`src/rtl/flag_alu_pkg.sv`:
```
package flag_alu_pkg;

    localparam int ALU_W = 32;

    typedef enum logic [3:0] {
        OP_MOVE = 4'b0000,
        OP_INC  = 4'b0001,
        OP_ADC  = 4'b0010,
        OP_ADD  = 4'b0011,
        OP_NEG  = 4'b0100,
        OP_DEC  = 4'b0101,
        OP_SBB  = 4'b0110,
        OP_SUB  = 4'b0111,
        OP_RRC  = 4'b1000,
        OP_ASR  = 4'b1001,
        OP_LSR  = 4'b1010,
        OP_XOR  = 4'b1011,
        OP_OR   = 4'b1100,
        OP_AND  = 4'b1101,
        OP_NOT  = 4'b1110,
        OP_PASS = 4'b1111
    } alu_op_e;

    typedef enum logic [1:0] {
        CLS_ARITH = 2'd0,
        CLS_SHIFT = 2'd1,
        CLS_LOGIC = 2'd2
    } alu_cls_e;

    // Adder input selection
    typedef enum logic [1:0] { XS_A = 2'd0, XS_B = 2'd1, XS_ZERO = 2'd2 } xsel_e;
    typedef enum logic [1:0] { YS_B = 2'd0, YS_NOTA = 2'd1, YS_ZERO = 2'd2, YS_MINUS2 = 2'd3 } ysel_e;
    typedef enum logic [1:0] { CS_ZERO = 2'd0, CS_ONE = 2'd1, CS_CIN = 2'd2, CS_NCIN = 2'd3 } csel_e;

    typedef struct packed {
        xsel_e xsel;
        ysel_e ysel;
        csel_e csel;
        logic  borrow;
    } add_ctrl_t;

    typedef struct packed {
        logic c;
        logic v;
        logic n;
        logic z;
    } alu_flags_t;

    function automatic alu_cls_e op_class(alu_op_e op);
        case (op)
            OP_INC, OP_ADC, OP_ADD, OP_NEG,
            OP_DEC, OP_SBB, OP_SUB:          return CLS_ARITH;
            OP_RRC, OP_ASR, OP_LSR:          return CLS_SHIFT;
            default:                         return CLS_LOGIC;
        endcase
    endfunction

    function automatic add_ctrl_t add_decode(alu_op_e op);
        add_ctrl_t k;
        k = '{xsel: XS_A, ysel: YS_ZERO, csel: CS_ZERO, borrow: 1'b0};
        case (op)
            OP_INC: k = '{xsel: XS_A,    ysel: YS_ZERO,   csel: CS_ONE,  borrow: 1'b0};
            OP_ADC: k = '{xsel: XS_A,    ysel: YS_B,      csel: CS_CIN,  borrow: 1'b0};
            OP_ADD: k = '{xsel: XS_A,    ysel: YS_B,      csel: CS_ZERO, borrow: 1'b0};
            OP_NEG: k = '{xsel: XS_ZERO, ysel: YS_NOTA,   csel: CS_ONE,  borrow: 1'b1};
            OP_DEC: k = '{xsel: XS_A,    ysel: YS_MINUS2, csel: CS_ONE,  borrow: 1'b1};
            OP_SBB: k = '{xsel: XS_B,    ysel: YS_NOTA,   csel: CS_NCIN, borrow: 1'b1};
            OP_SUB: k = '{xsel: XS_B,    ysel: YS_NOTA,   csel: CS_ONE,  borrow: 1'b1};
            default: ;
        endcase
        return k;
    endfunction

endpackage

```
`src/rtl/flag_alu_adder.sv`:
```
module flag_alu_adder
    import flag_alu_pkg::*;
#(
    parameter int W = ALU_W
) (
    input  add_ctrl_t      ctrl,
    input  logic [W-1:0]   a,
    input  logic [W-1:0]   b,
    input  logic           cin,
    output logic [W-1:0]   sum,
    output logic           cflag,
    output logic           vflag
);
    localparam int LW = W - 1;

    logic [W-1:0] x;
    logic [W-1:0] y;
    logic         ci;
    logic [LW:0]  low;
    logic         c_into_msb;
    logic         c_out_raw;

    always_comb begin
        case (ctrl.xsel)
            XS_A:    x = a;
            XS_B:    x = b;
            default: x = '0;
        endcase
        case (ctrl.ysel)
            YS_B:      y = b;
            YS_NOTA:   y = ~a;
            YS_MINUS2: y = {{(W-1){1'b1}}, 1'b0};
            default:   y = '0;
        endcase
        case (ctrl.csel)
            CS_ONE:  ci = 1'b1;
            CS_CIN:  ci = cin;
            CS_NCIN: ci = ~cin;
            default: ci = 1'b0;
        endcase
    end

    // Split at the sign bit so the carry into it is visible for overflow
    always_comb begin
        low        = {1'b0, x[LW-1:0]} + {1'b0, y[LW-1:0]} + {{LW{1'b0}}, ci};
        c_into_msb = low[LW];
        sum        = {x[W-1] ^ y[W-1] ^ c_into_msb, low[LW-1:0]};
        c_out_raw  = (x[W-1] & y[W-1]) | (c_into_msb & (x[W-1] ^ y[W-1]));
        vflag      = c_into_msb ^ c_out_raw;
        cflag      = ctrl.borrow ? ~c_out_raw : c_out_raw;
    end

    always_comb begin

        add_total_chk: assert ({c_out_raw, sum} == ({1'b0, x} + {1'b0, y} + {{W{1'b0}}, ci}));

        sign_ovf_chk: assert (!vflag || ((x[W-1] == y[W-1]) && (sum[W-1] != x[W-1])));
    end

endmodule

```
`src/rtl/flag_alu_shifter.sv`:
```
module flag_alu_shifter
    import flag_alu_pkg::*;
#(
    parameter int W = ALU_W
) (
    input  alu_op_e        op,
    input  logic [W-1:0]   a,
    input  logic           cin,
    output logic [W-1:0]   res,
    output logic           cout
);
    logic fill;

    always_comb begin
        case (op)
            OP_RRC:  fill = cin;
            OP_ASR:  fill = a[W-1];
            default: fill = 1'b0;
        endcase
        res  = {fill, a[W-1:1]};
        cout = a[0];
    end

    always_comb begin

        shift_body_chk: assert (res[W-2:0] == (a >> 1));

        rrc_top_chk: assert (op != OP_RRC || res[W-1] == cin);
    end

endmodule

```
`src/rtl/flag_alu_logic.sv`:
```
module flag_alu_logic
    import flag_alu_pkg::*;
#(
    parameter int W = ALU_W
) (
    input  alu_op_e        op,
    input  logic [W-1:0]   a,
    input  logic [W-1:0]   b,
    output logic [W-1:0]   res
);
    always_comb begin
        case (op)
            OP_XOR:  res = b ^ a;
            OP_OR:   res = b | a;
            OP_AND:  res = b & a;
            OP_NOT:  res = ~a;
            default: res = a;
        endcase
    end

    always_comb begin

        and_subset_chk: assert (op != OP_AND || (res & ~(a | b)) == '0);

        not_inv_chk: assert (op != OP_NOT || (res ^ a) == '1);
    end

endmodule

```
`src/rtl/flag_alu.sv`:
```
module flag_alu
    import flag_alu_pkg::*;
#(
    parameter int W = ALU_W
) (
    input  logic [3:0]     op,
    input  logic [W-1:0]   opa,
    input  logic [W-1:0]   opb,
    input  logic           carry_in,
    output logic [W-1:0]   result,
    output logic           carry_out,
    output logic           ovf_out,
    output logic           neg_out,
    output logic           zero_out
);
    alu_op_e    op_e;
    alu_cls_e   cls;
    add_ctrl_t  actrl;
    logic [W-1:0] add_res, sh_res, lg_res;
    logic       add_c, add_v, sh_c;
    alu_flags_t fl;

    assign op_e  = alu_op_e'(op);
    assign cls   = op_class(op_e);
    assign actrl = add_decode(op_e);

    flag_alu_adder #(.W(W)) u_add (
        .ctrl (actrl),
        .a    (opa),
        .b    (opb),
        .cin  (carry_in),
        .sum  (add_res),
        .cflag(add_c),
        .vflag(add_v)
    );

    flag_alu_shifter #(.W(W)) u_shift (
        .op  (op_e),
        .a   (opa),
        .cin (carry_in),
        .res (sh_res),
        .cout(sh_c)
    );

    flag_alu_logic #(.W(W)) u_logic (
        .op (op_e),
        .a  (opa),
        .b  (opb),
        .res(lg_res)
    );

    always_comb begin
        case (cls)
            CLS_ARITH: begin
                result = add_res;
                fl.c   = add_c;
                fl.v   = add_v;
            end
            CLS_SHIFT: begin
                result = sh_res;
                fl.c   = sh_c;
                fl.v   = 1'b0;
            end
            default: begin
                result = lg_res;
                fl.c   = 1'b0;
                fl.v   = 1'b0;
            end
        endcase
        fl.n = result[W-1];
        fl.z = (result == '0);
    end

    assign carry_out = fl.c;
    assign ovf_out   = fl.v;
    assign neg_out   = fl.n;
    assign zero_out  = fl.z;

    always_comb begin

        move_pass_chk: assert (!(op_e == OP_MOVE || op_e == OP_PASS) || result == opa);

        logic_flags_chk: assert (cls != CLS_LOGIC || (!carry_out && !ovf_out));

        shift_no_ovf_chk: assert (cls != CLS_SHIFT || (!ovf_out && carry_out == opa[0]));

        zero_not_neg_chk: assert (!zero_out || !neg_out);
    end

endmodule

```
`config.mk`:
```
export PLATFORM = sky130hd
export DESIGN_NAME = flag_alu
export DESIGN_NICKNAME = d
export VERILOG_FILES = /design/src/rtl/flag_alu_pkg.sv /design/src/rtl/flag_alu_adder.sv /design/src/rtl/flag_alu_shifter.sv /design/src/rtl/flag_alu_logic.sv /design/src/rtl/flag_alu.sv
export SDC_FILE = /design/constraint.sdc
export NUM_CORES = 1
export LEC_CHECK = 0
export ABC_AREA = 1
export BUFFER_PORTS_ARGS = -buffer_cell sky130_fd_sc_hd__buf_2
export CELL_PAD_IN_SITES_DETAIL_PLACEMENT = 0
export CELL_PAD_IN_SITES_GLOBAL_PLACEMENT = 1
export CORE_MARGIN = 3
export CORE_UTILIZATION = 39
export DETAILED_ROUTE_END_ITERATION = 16
export PLACE_DENSITY = 0.88
export SYNTH_ARGS = -nofsm -noshare
export SYNTH_HDL_FRONTEND = slang
export SYNTH_SLANG_ARGS = --single-unit
```
`constraint.sdc`:
```
create_clock -name vclk -period 4.1
set_clock_uncertainty 0.05 [all_clocks]
set_input_delay 0 -clock vclk [all_inputs]
set_output_delay 0 -clock vclk [all_outputs]
set_load 0.01 [all_outputs]
```
==> metrics.md, run 1 <==
| Metric | Value |
|---|---|
| Timing-limited maximum frequency | 252 MHz |
| Power share of the clock group | 0 |
| Leftover overflow at the end of global routing | 0 |
| Average wire per cell in the routed design | 16.8 um |
| Detailed-route via count | 8,138 |
| I/O pin count | between 100 and 150 |
| Count of final setup violators | 0 |
| Number of warnings issued by yosys | 0 |
| Last weighted congestion value of the routability-driven placer | ~0.96 |
| Layout overhead on the synthesized area | 24.1% |
| Net switching fraction of the power | 0.623 |
| Area occupied by registers | 0 um2 |
| WP data required | slightly above 4 ns |
| Top cells by count, synth | 369 x sky130_fd_sc_hd__nand2_1, 213 x sky130_fd_sc_hd__inv_1, 134 x sky130_fd_sc_hd__nor2_1, 94 x sky130_fd_sc_hd__ha_1, 79 x sky130_fd_sc_hd__nand3_1 |
| Library cells used by synthesis | 34 |
| Core ar. | 14,800 um2 |
| DRC violation count after routing | 0 |
| Hold WS | around 0.36 ns |
| Port-buffer cells | 105 |
| Antenna-violating nets left | 0 |
| Starting density of the core | 0.407 |
| IR Drop Worst-Case VDD | approximately 58 uV |
| Half-perimeter wire length after detailed placement | 20,200 um |
| Switching component of the power | approximately 700 uW |
| Mux contribution to synthesized area | 0 |
| Final worst path period share | 0.967 |
| Sequential cell area fraction in the yosys report | 0 |
| Post-Synth Simple-Gate Area | 0.439 |
| Compound-Gate Fraction of Synth Area | 0.186 |
| Instance count of the mapped netlist | 1,175 |
| Min setup slack post-route | approximately 0.14 ns |
| Kind of path behind the tightest hold check | input pin to primary output |
| Sum of negative setup slack | 0 ns |
| Share of total power in combinational logic | 1.000 |
| Most area-consuming cells after synthesis | sky130_fd_sc_hd__nand2_1 23%, sky130_fd_sc_hd__ha_1 20%, sky130_fd_sc_hd__inv_1 13% |
| Dominant cell type by area after synthesis | sky130_fd_sc_hd__nand2_1 |
| Startpoint of the worst hold path | opa[8] |
| Number of antenna violations at the first check in global routing | 0 |
| Hold Crit Endpoint | result[7] |
| Die Wd | 130 um |
| GR Util All Layers | 0.277 |
| Total nets after synthesis | around 1,300 |
| CTS Hold Buffers Added | 0 |
| Number of nets in the layout | ~1,500 |
| Setup repair after global routing missed its margin | yes |
| Core occupancy in the finished layout | 0.505 |
| Yosys top cell area share | 0.230 |
| Number of clock buffers in the layout | 0 |
| Fraction of synthesized cell area in xor and xnor cells | 0.00145 |
| Crit-path most repeated cell | sky130_fd_sc_hd__nand2_1 |
| Library cell contributing the largest single delay on the critical path | sky130_fd_sc_hd__fa_1 |
| Hold Crit Depth | 4 |
| Height of the die | 130 um |
| Final sequential cell count | 0 |
| Via density | roughly 5.4 |
| Cell-internal power | roughly 420 uW |
| Worst Max-Slew Pin Slew | 0.951 ns |
| Synthesized area per cell | just over 5 um2 |
| Arithmetic-cell share of the synthesized area counting full adders, half adders and majority gates | 0.205 |
| Total detailed-routing wirelength | around 25,000 um |
| Worst slew margin relative to its limit | 0.364 |
| Maximum number of pins on one net before global-route repair | 37 |
| Wire length of the first global-routing pass | 37,700 um |
| Final Slew Violations | 0 |
| Min Clock Period, post-route | about 4.0 ns |
| Largest family of logic cells by synthesized area | simple AND/OR/NAND/NOR gates |
| Crit Path Class | input pin to primary output |
| Share of cells above drive strength 1 | 0.181 |
| Final count of hold timing violations | 0 |
| First-pass DRT Iterations | 7 |
| Stage delay of the slowest cell on the critical path | 0.53 ns |
| Result of the run | completed |
| Leakage power | between 0.004 and 0.005 uW |
| Maximum Capacitance Violations | 0 |
| Type of destination of the critical path | primary output |
| PnR Total Power | 1120 uW |
| Count of standard-cell rows | between 40 and 50 |
| Antenna cell count | 0 |
| Die footprint | around 17,000 um2 |
| Biggest fanout along the worst timing path | 16 |
| Number of DRC markers in iteration 0 | 952 |
| Startpoint type of the worst setup path | input pin |
| Setup Slack @ Placement | -0.106 ns |
| Cell area after technology mapping | around 6000 um2 |
| Number of global-route vias before repair | approximately 7,000 |
| Data arrival at the endpoint of the critical path | between 3 and 4 ns |
| Flop pwr share | 0 |
| Most repeated cell in the gate-level netlist after synthesis | sky130_fd_sc_hd__nand2_1 |
| Areal power density over the cells | between 100 and 150 nW/um2 |
how the worst max path moves through the flow:
| stage | from | to | slack [ns] | cells past startpoint |
|---|---|---|---|---|
| 6_report | op[3] | zero_out | 0.14 | 31 |
| 5_1_grt | op[0] | zero_out | -0.14 | 31 |
| 4_1_cts | op[0] | zero_out | 0.02 | 31 |
| 3_5_place_dp | op[0] | zero_out | -0.11 | 31 |
| 3_3_place_gp | op[2] | zero_out | -0.01 | 33 |
| 2_1_floorplan | op[3] | zero_out | 0.19 | 32 |
logic make-up (layout without fill, tap and decap cells):
group | Yosys count | count (layout)
XOR/XNOR | 1 | 1
adder cells (fa/ha/maj) | 97 | 97
AO/OA/AOI/OAI | 182 | 182
AND/OR/NAND/NOR | 637 | 637
buffers and inverters | 258 | 406
stage by stage:
stage	instance area, um2	instances
3_5_place_dp	7210	1501
2_1_floorplan	6020	1175
4_1_cts	7210	1501
3_3_place_gp	7210	1501
5_1_grt	7480	1507
6_report	7480	1507
metal layers:
metal / routed length, um / global-route usage / vias up
met5: 0 / 0 / -
met4: 414 / 0.0361 / 0
met3: 2650 / 0.0381 / 35
met2: 10500 / 0.416 / 411
met1: 11700 / 0.427 / 3621
li1: - / - / 4071
placed cells by master (no fill, tap or decap), drive strengths merged, types with 20 or more instances in the layout:
master	n
nand2	376
nand4	20
nor2	136
o21ai	57
o22ai	35
a21oi	41
ha	94
buf	184
inv	218
o221ai	31
nand3	79
critical path, delay by kind of cell:
family | cells | cell delay [ns]
buffers and inverters | 9 | 0.84
adders and majority gates | 2 | 0.86
and+or+nand+nor | 17 | 1.72
AOI/OAI and AO/OA | 3 | 0.44
repair_timing:
item	in CTS	in global routing
pin swaps	0	7
setup endpoints to repair	1	1
cloned	0	4
resized for setup	2	41
setup buffers	0	2
area by class of cell:
type / instances / area (um2)
Fill cell: 1600 / 7330
Inverter: 219 / 822
Multi-Input combinational cell: 917 / 5160
Tap cell: 184 / 230
Timing Repair Buffer: 187 / 1260
power groups by stage:
stage               Combinational [uW]  Clock [uW]  Sequential, uW
floorplan                          623           0               0
global placement                  1050           0               0
detailed placement                1050           0               0
CTS                               1060           0               0
global route                      1230           0               0
finish                            1120           0               0
(Power assumes the default switching activity.)
==> inputs of run 2 (changes only) <==
--- a/config.mk
+++ b/config.mk
@@ -13,6 +13,7 @@
 export CORE_UTILIZATION = 39
 export DETAILED_ROUTE_END_ITERATION = 16
 export PLACE_DENSITY = 0.88
+export REMOVE_ABC_BUFFERS = 1
 export SYNTH_ARGS = -nofsm -noshare
 export SYNTH_HDL_FRONTEND = slang
 export SYNTH_SLANG_ARGS = --single-unit
==> run 2 against run 1 <==
Non-clock buffer count down 21. Cell count down 1.4%. Combinational power down 4%. Setup slack better by 0.18 ns. Critical path depth up 2. Wire length down 0.68%. Clock-buffer cell count unchanged. First-iteration DRC count down 20%. Sequential cell count unchanged. Critical endpoint unchanged. Cell area down 2.6%. Via count about the same. Utilization down 1.3 points.
==> metrics.md, run 2 (same netlist as run 1, synthesis figures left out) <==
| Metric | Value |
|---|---|
| Final worst path period share | 0.922 (-0.0447) |
| First-pass DRT Iterations | 5 (-2) |
| Number of clock buffers in the layout | 0 (unchanged) |
| Result of the run | completed |
| Total routed wire length on the met1 layer | 11,500 um (-1.7%) |
| I/O pin count | 105 (unchanged) |
| Startpoint type of the worst setup path | input pin |
| Core occupancy in the finished layout | 0.492 (-0.0133) |
| WP data required | 4.05 ns (about the same) |
| Min Clock Period, post-route | 3.78 ns (-0.183 ns) |
| Height of the die | 130 um (unchanged) |
| Count of final setup violators | 0 (unchanged) |
| CTS Hold Buffers Added | 0 (unchanged) |
| Timing-limited maximum frequency | 264 MHz (+4.8%) |
| Average wire per cell in the routed design | 16.9 um (+0.72%) |
| Type of destination of the critical path | primary output |
| Most frequent cells in the layout | 363 x sky130_fd_sc_hd__nand2_1, 209 x sky130_fd_sc_hd__inv_1, 122 x sky130_fd_sc_hd__nor2_1 |
| Antenna-violating nets left | 0 (unchanged) |
| Starting density of the core | 0.407 (unchanged) |
| Total detailed-routing wirelength | 25,100 um (-0.68%) |
| Data arrival at the endpoint of the critical path | 3.73 ns (-0.18 ns) |
| Stage delay of the slowest cell on the critical path | 0.53 ns (about the same) |
| Leftover overflow at the end of global routing | 0 (unchanged) |
| Design Area, Final | 7280 um2 (-2.6%) |
| Die Wd | 130 um (unchanged) |
| Worst Max-Slew Pin Slew | 1.21 ns (+0.257 ns) |
| Final sequential cell count | 0 (unchanged) |
| Via density | 5.48 (+1.5%) |
| Highest metal layer with signal wires | met4 |
| GR Util All Layers | 0.279 (+0.00203) |
| Biggest fanout along the worst timing path | 16 (unchanged) |
| Leakage power | 0.00427 uW (-2.5%) |
| Final count of hold timing violations | 0 (unchanged) |
| Number of nets in the layout | 1,470 (-1.4%) |
| Worst slew margin relative to its limit | 0.192 (-0.172) |
| Count of standard-cell rows | 44 (unchanged) |
| Commonest non-fill, non-tap cell in the layout | sky130_fd_sc_hd__nand2_1 |
| Number of global-route vias before repair | 7,219 (+3.1%) |
| Number of DRC markers in iteration 0 | 760 (-20%) |
| Port-buffer cells | 105 (unchanged) |
| Kind of path behind the tightest hold check | input pin to primary output |
| Areal power density over the cells | 149 nW/um2 (-0.24%) |
| Die footprint | 17,000 um2 (unchanged) |
| Met2 wirelength from detailed routing | 10,700 um (+2.4%) |
| Half-perimeter wire length after detailed placement | 19,900 um (-1.9%) |
| Detailed route wirelength on metal3 | 2460 um (-7.4%) |
| DRC violation count after routing | 0 (unchanged) |
| Crit-path most repeated cell | sky130_fd_sc_hd__nand2_1 |
| Core ar. | 14,800 um2 (unchanged) |
| Wire length of the first global-routing pass | 38,000 um (+0.79%) |
| Share of cells above drive strength 1 | 0.167 (-0.0147) |
| Layout overhead on the synthesized area | 20.9% |
| Number of antenna violations at the first check in global routing | 0 (unchanged) |
| Final Slew Violations | 0 (unchanged) |
| Last weighted congestion value of the routability-driven placer | 1.00 (+4.3%) |
| Crit Path Class | input pin to primary output |
| Detailed-route via count | 8,146 (+0.098%) |
| Placed cell area | 7080 um2 (-1.9%) |
| Area occupied by registers | 0 um2 (unchanged) |
| IR Drop Worst-Case VDD | 51.1 uV (-12%) |
| Maximum Capacitance Violations | 0 (unchanged) |
| Library cell contributing the largest single delay on the critical path | sky130_fd_sc_hd__fa_1 |
| Antenna cell count | 0 (unchanged) |
| Maximum number of pins on one net before global-route repair | 37 (unchanged) |
## run 2: cell count changes in the layout (fill, tap and decap cells not counted), sizes merged
| cell | change |
|---|---|
| buf | -20 |
| clkbuf | -1 |
## run 2: worst paths after layout
path / slack, ns / cells past startpoint / startpoint / to
worst max-delay path: 0.32 / 33 / op[0] / zero_out
worst min-delay path: 0.36 / 4 / opa[26] / result[25]
## run 2: metrics by stage
step           setup TNS [ns]  worst slack (ns)  hold WS, ns  power (uW)  cells
6_report                    0             0.319        0.356        1080   1486
5_1_grt               -0.0172           -0.0172        0.401        1190   1486
4_1_cts                     0            0.0241        0.348        1030   1480
3_5_place_dp                0           0.00466        0.349        1030   1480
3_3_place_gp                0            0.0714        0.353        1020   1480
2_1_floorplan           -3.09             -1.07       0.0946         604   1136
## run 2: layout make-up
class	count	area [um2]
fillers	1649	7530
well taps	184	230
multi-input cells	917	5130
inverters	219	822
repair buffers	166	1090
## run 2: power by group
group | leakage (uW) | internal (uW) | switching, uW
sequential | 0 | 0 | 0
combinational | 0.00427 | 398 | 685
clock | 0 | 0 | 0
## run 2: timing repair
action	in CTS	in global routing
buffers inserted	0	4
gates resized for setup	2	36
endpoints found under the setup margin	1	1
gates cloned	0	2
pin swaps	0	5
## run 2: per-layer routing
| metal | vias to the layer above | GRT usage |
|---|---|---|
| met3 | 28 | 0.0372 |
| met2 | 376 | 0.442 |
| met4 | 0 | 0.0336 |
| met1 | 3700 | 0.413 |
| li1 | 4042 | - |
| met5 | - | 0 |
## run 2: worst max-delay path, delay by kind of cell
| kind | cells | cell delay [ns] |
|---|---|---|
| AOI/OAI and AO/OA | 4 | 0.48 |
| adders and majority gates | 2 | 0.88 |
| and+or+nand+nor | 18 | 1.46 |
| buffers and inverters | 9 | 0.91 |
==> inputs of run 3 (changes only) <==
--- a/config.mk
+++ b/config.mk
@@ -10,9 +10,9 @@
 export CELL_PAD_IN_SITES_DETAIL_PLACEMENT = 0
 export CELL_PAD_IN_SITES_GLOBAL_PLACEMENT = 1
 export CORE_MARGIN = 3
-export CORE_UTILIZATION = 39
+export CORE_UTILIZATION = 35
 export DETAILED_ROUTE_END_ITERATION = 16
-export PLACE_DENSITY = 0.88
+export PLACE_DENSITY = 0.84
 export REMOVE_ABC_BUFFERS = 1
 export SYNTH_ARGS = -nofsm -noshare
 export SYNTH_HDL_FRONTEND = slang
==> constraint.sdc (replaced) <==
create_clock -name vclk -period 3.37
set_clock_uncertainty 0.05 [all_clocks]
set_input_delay 0 -clock vclk [all_inputs]
set_output_delay 0 -clock vclk [all_outputs]
set_load 0.01 [all_outputs]
==> run 3 against run 2 <==
The run now ends with negative setup slack left. Largest power group unchanged. Sequential cell count unchanged. Sequential share of layout area stayed put. Global-route usage decreased by 1.0 points. Die area is 11% higher. Non-clock buffer count rose by 168.
==> metrics.md, run 3 (same netlist as run 1, synthesis figures left out) <==
| Metric | Value |
|---|---|
| Min setup slack post-route | -0.391 ns (-0.710 ns) |
| Port-buffer cells | 105 (unchanged) |
| Layout overhead on the synthesized area | 50.0% |
| Final count of hold timing violations | 0 (unchanged) |
| Hold Crit Endpoint | result[28] |
| CTS Hold Buffers Added | 0 (unchanged) |
| Startpoint type of the worst setup path | input pin |
| Hold WS | 0.368 ns (+0.0120 ns) |
| Final Slew Violations | 0 (unchanged) |
| Sum of negative setup slack | -0.391 ns (-0.391 ns) |
| Height of the die | 137 um (+5.3%) |
| Areal power density over the cells | 182 nW/um2 (+22%) |
| Design Area, Final | 9030 um2 (+24%) |
| Startpoint of the worst hold path | opa[29] |
| DRC violation count after routing | 0 (unchanged) |
| Die footprint | 18,800 um2 (+11%) |
| Worst slew margin relative to its limit | 0.598 (+0.407) |
| Antenna-violating nets left | 0 (unchanged) |
| Count of standard-cell rows | 47 (+6.8%) |
| Number of DRC markers in iteration 0 | 706 (-7.1%) |
| Die Wd | 137 um (+5.3%) |
| Crit-path most repeated cell | sky130_fd_sc_hd__nand2_2 |
| Last weighted congestion value of the routability-driven placer | 1.05 (+4.2%) |
| GR Util All Layers | 0.269 (-0.0104) |
| Number of global-route vias before repair | 7,850 (+8.7%) |
| Average wire per cell in the routed design | 16.4 um (-2.7%) |
| Kind of path behind the tightest hold check | input pin to primary output |
| Library cell contributing the largest single delay on the critical path | sky130_fd_sc_hd__fa_1 |
| Placed cell area | 8160 um2 (+15%) |
| Area occupied by registers | 0 um2 (unchanged) |
| Maximum Capacitance Violations | 0 (unchanged) |
| Most frequent cells in the layout | 344 x sky130_fd_sc_hd__nand2_1, 208 x sky130_fd_sc_hd__buf_4, 203 x sky130_fd_sc_hd__inv_1 |
| Hold Crit Depth | 4 (unchanged) |
| Antenna cell count | 0 (unchanged) |
| Worst Max-Slew Pin Slew | 0.601 ns (-0.607 ns) |
| Via density | 5.26 (-4.1%) |
| Leakage power | 0.00517 uW (+21%) |
| Leftover overflow at the end of global routing | 0 (unchanged) |
| IR Drop Worst-Case VDD | 62.1 uV (+22%) |
| Instance count after placement with tap cells included | 1,654 (+12%) |
| Commonest non-fill, non-tap cell in the layout | sky130_fd_sc_hd__nand2_1 |
| Number of fill cells | 1,765 (+7.0%) |
| I/O pin count | 105 (unchanged) |
| Starting density of the core | 0.361 (-0.0461) |
| Final worst path period share | 1.12 |
| Number of antenna violations at the first check in global routing | 0 (unchanged) |
| Number of nets in the layout | 1,638 (+11%) |
| Number of clock buffers in the layout | 0 (unchanged) |
| Maximum number of pins on one net before global-route repair | 37 (unchanged) |
| Min Clock Period, post-route | between 3 and 4 ns |
| Violations in the final reports | negative setup slack |
| Stage delay of the slowest cell on the critical path | 0.48 ns (-0.05 ns) |
| Total detailed-routing wirelength | 27,800 um (+11%) |
| Start point of the critical path | op[3] |
| First-pass DRT Iterations | 6 (+1) |
| Count of final setup violators | 1 (+1) |
| Share of cells above drive strength 1 | 0.301 (+0.135) |
| Crit Path Class | input pin to primary output |
| Finished Layout Cells | 1,690 (+14%) |
| Type of destination of the critical path | primary output |
| Wire length of the first global-routing pass | 40,500 um (+6.6%) |
| Half-perimeter wire length after detailed placement | 21,000 um (+5.7%) |
| Result of the run | complete, but fails checks |
| Final sequential cell count | 0 (unchanged) |
| Setup repair after global routing missed its margin | yes |
| Detailed-route via count | 8,881 (+9.0%) |
| Timing-limited maximum frequency | approximately 270 MHz |
| Biggest fanout along the worst timing path | 8 (-8) |
| PnR Total Power | 1640 uW (+51%) |
| WP data required | 3.32 ns (-0.73 ns) |
| Data arrival at the endpoint of the critical path | 3.71 ns (-0.02 ns) |
| Core ar. | 16,700 um2 (+13%) |
[run 3: area by class of cell]
cell class	count	area [um2]	share of cell area
Multi-Input combinational cell	917	5430	0.601
Timing Repair Buffer	334	2490	0.275
Inverter	219	838	0.0928
Tap cell	220	275	0.0305
[run 3: how the worst max path moves through the flow]
stage,depth (start not counted),endpoint
after global routing,33,zero_out
after floorplan,31,zero_out
final,34,zero_out
after CTS,33,zero_out
after global placement,31,zero_out
after detailed placement,33,zero_out
[run 3: report_power, final]
group / leakage (uW) / switching [uW] / internal (uW)
Clock: 0 / 0 / 0
Combinational: 0.00517 / 926 / 715
Sequential: 0 / 0 / 0
[run 3: metrics by stage]
| stage | utilization | setup slack (ns) |
|---|---|---|
| 3_5_place_dp | 0.489 | -0.857 |
| 6_report | 0.541 | -0.391 |
| 2_1_floorplan | - | -1.80 |
| 3_3_place_gp | 0.489 | -0.719 |
| 4_1_cts | 0.501 | -0.480 |
| 5_1_grt | 0.541 | -0.601 |
[run 3: worst max-delay path, delay by kind of cell]
kind                       cells  cell delay [ns]
and+or+nand+nor               18             1.52
adders and majority gates      2             0.78
AOI/OAI and AO/OA              4             0.43
buffers and inverters         10             0.98
[run 3: what timing repair did]
action / in CTS / in global routing
pin swaps: 14 / 49
endpoints found under the setup margin: 5 / 7
gates resized for setup: 36 / 93
setup buffers: 7 / 25
cloned: 1 / 7
[run 3: layer usage]
metal  global-route usage  share of wire
met4               0.0427          0.022
met1                0.383           0.43
met2                0.447           0.46
met3               0.0256          0.089
met5                    0              0
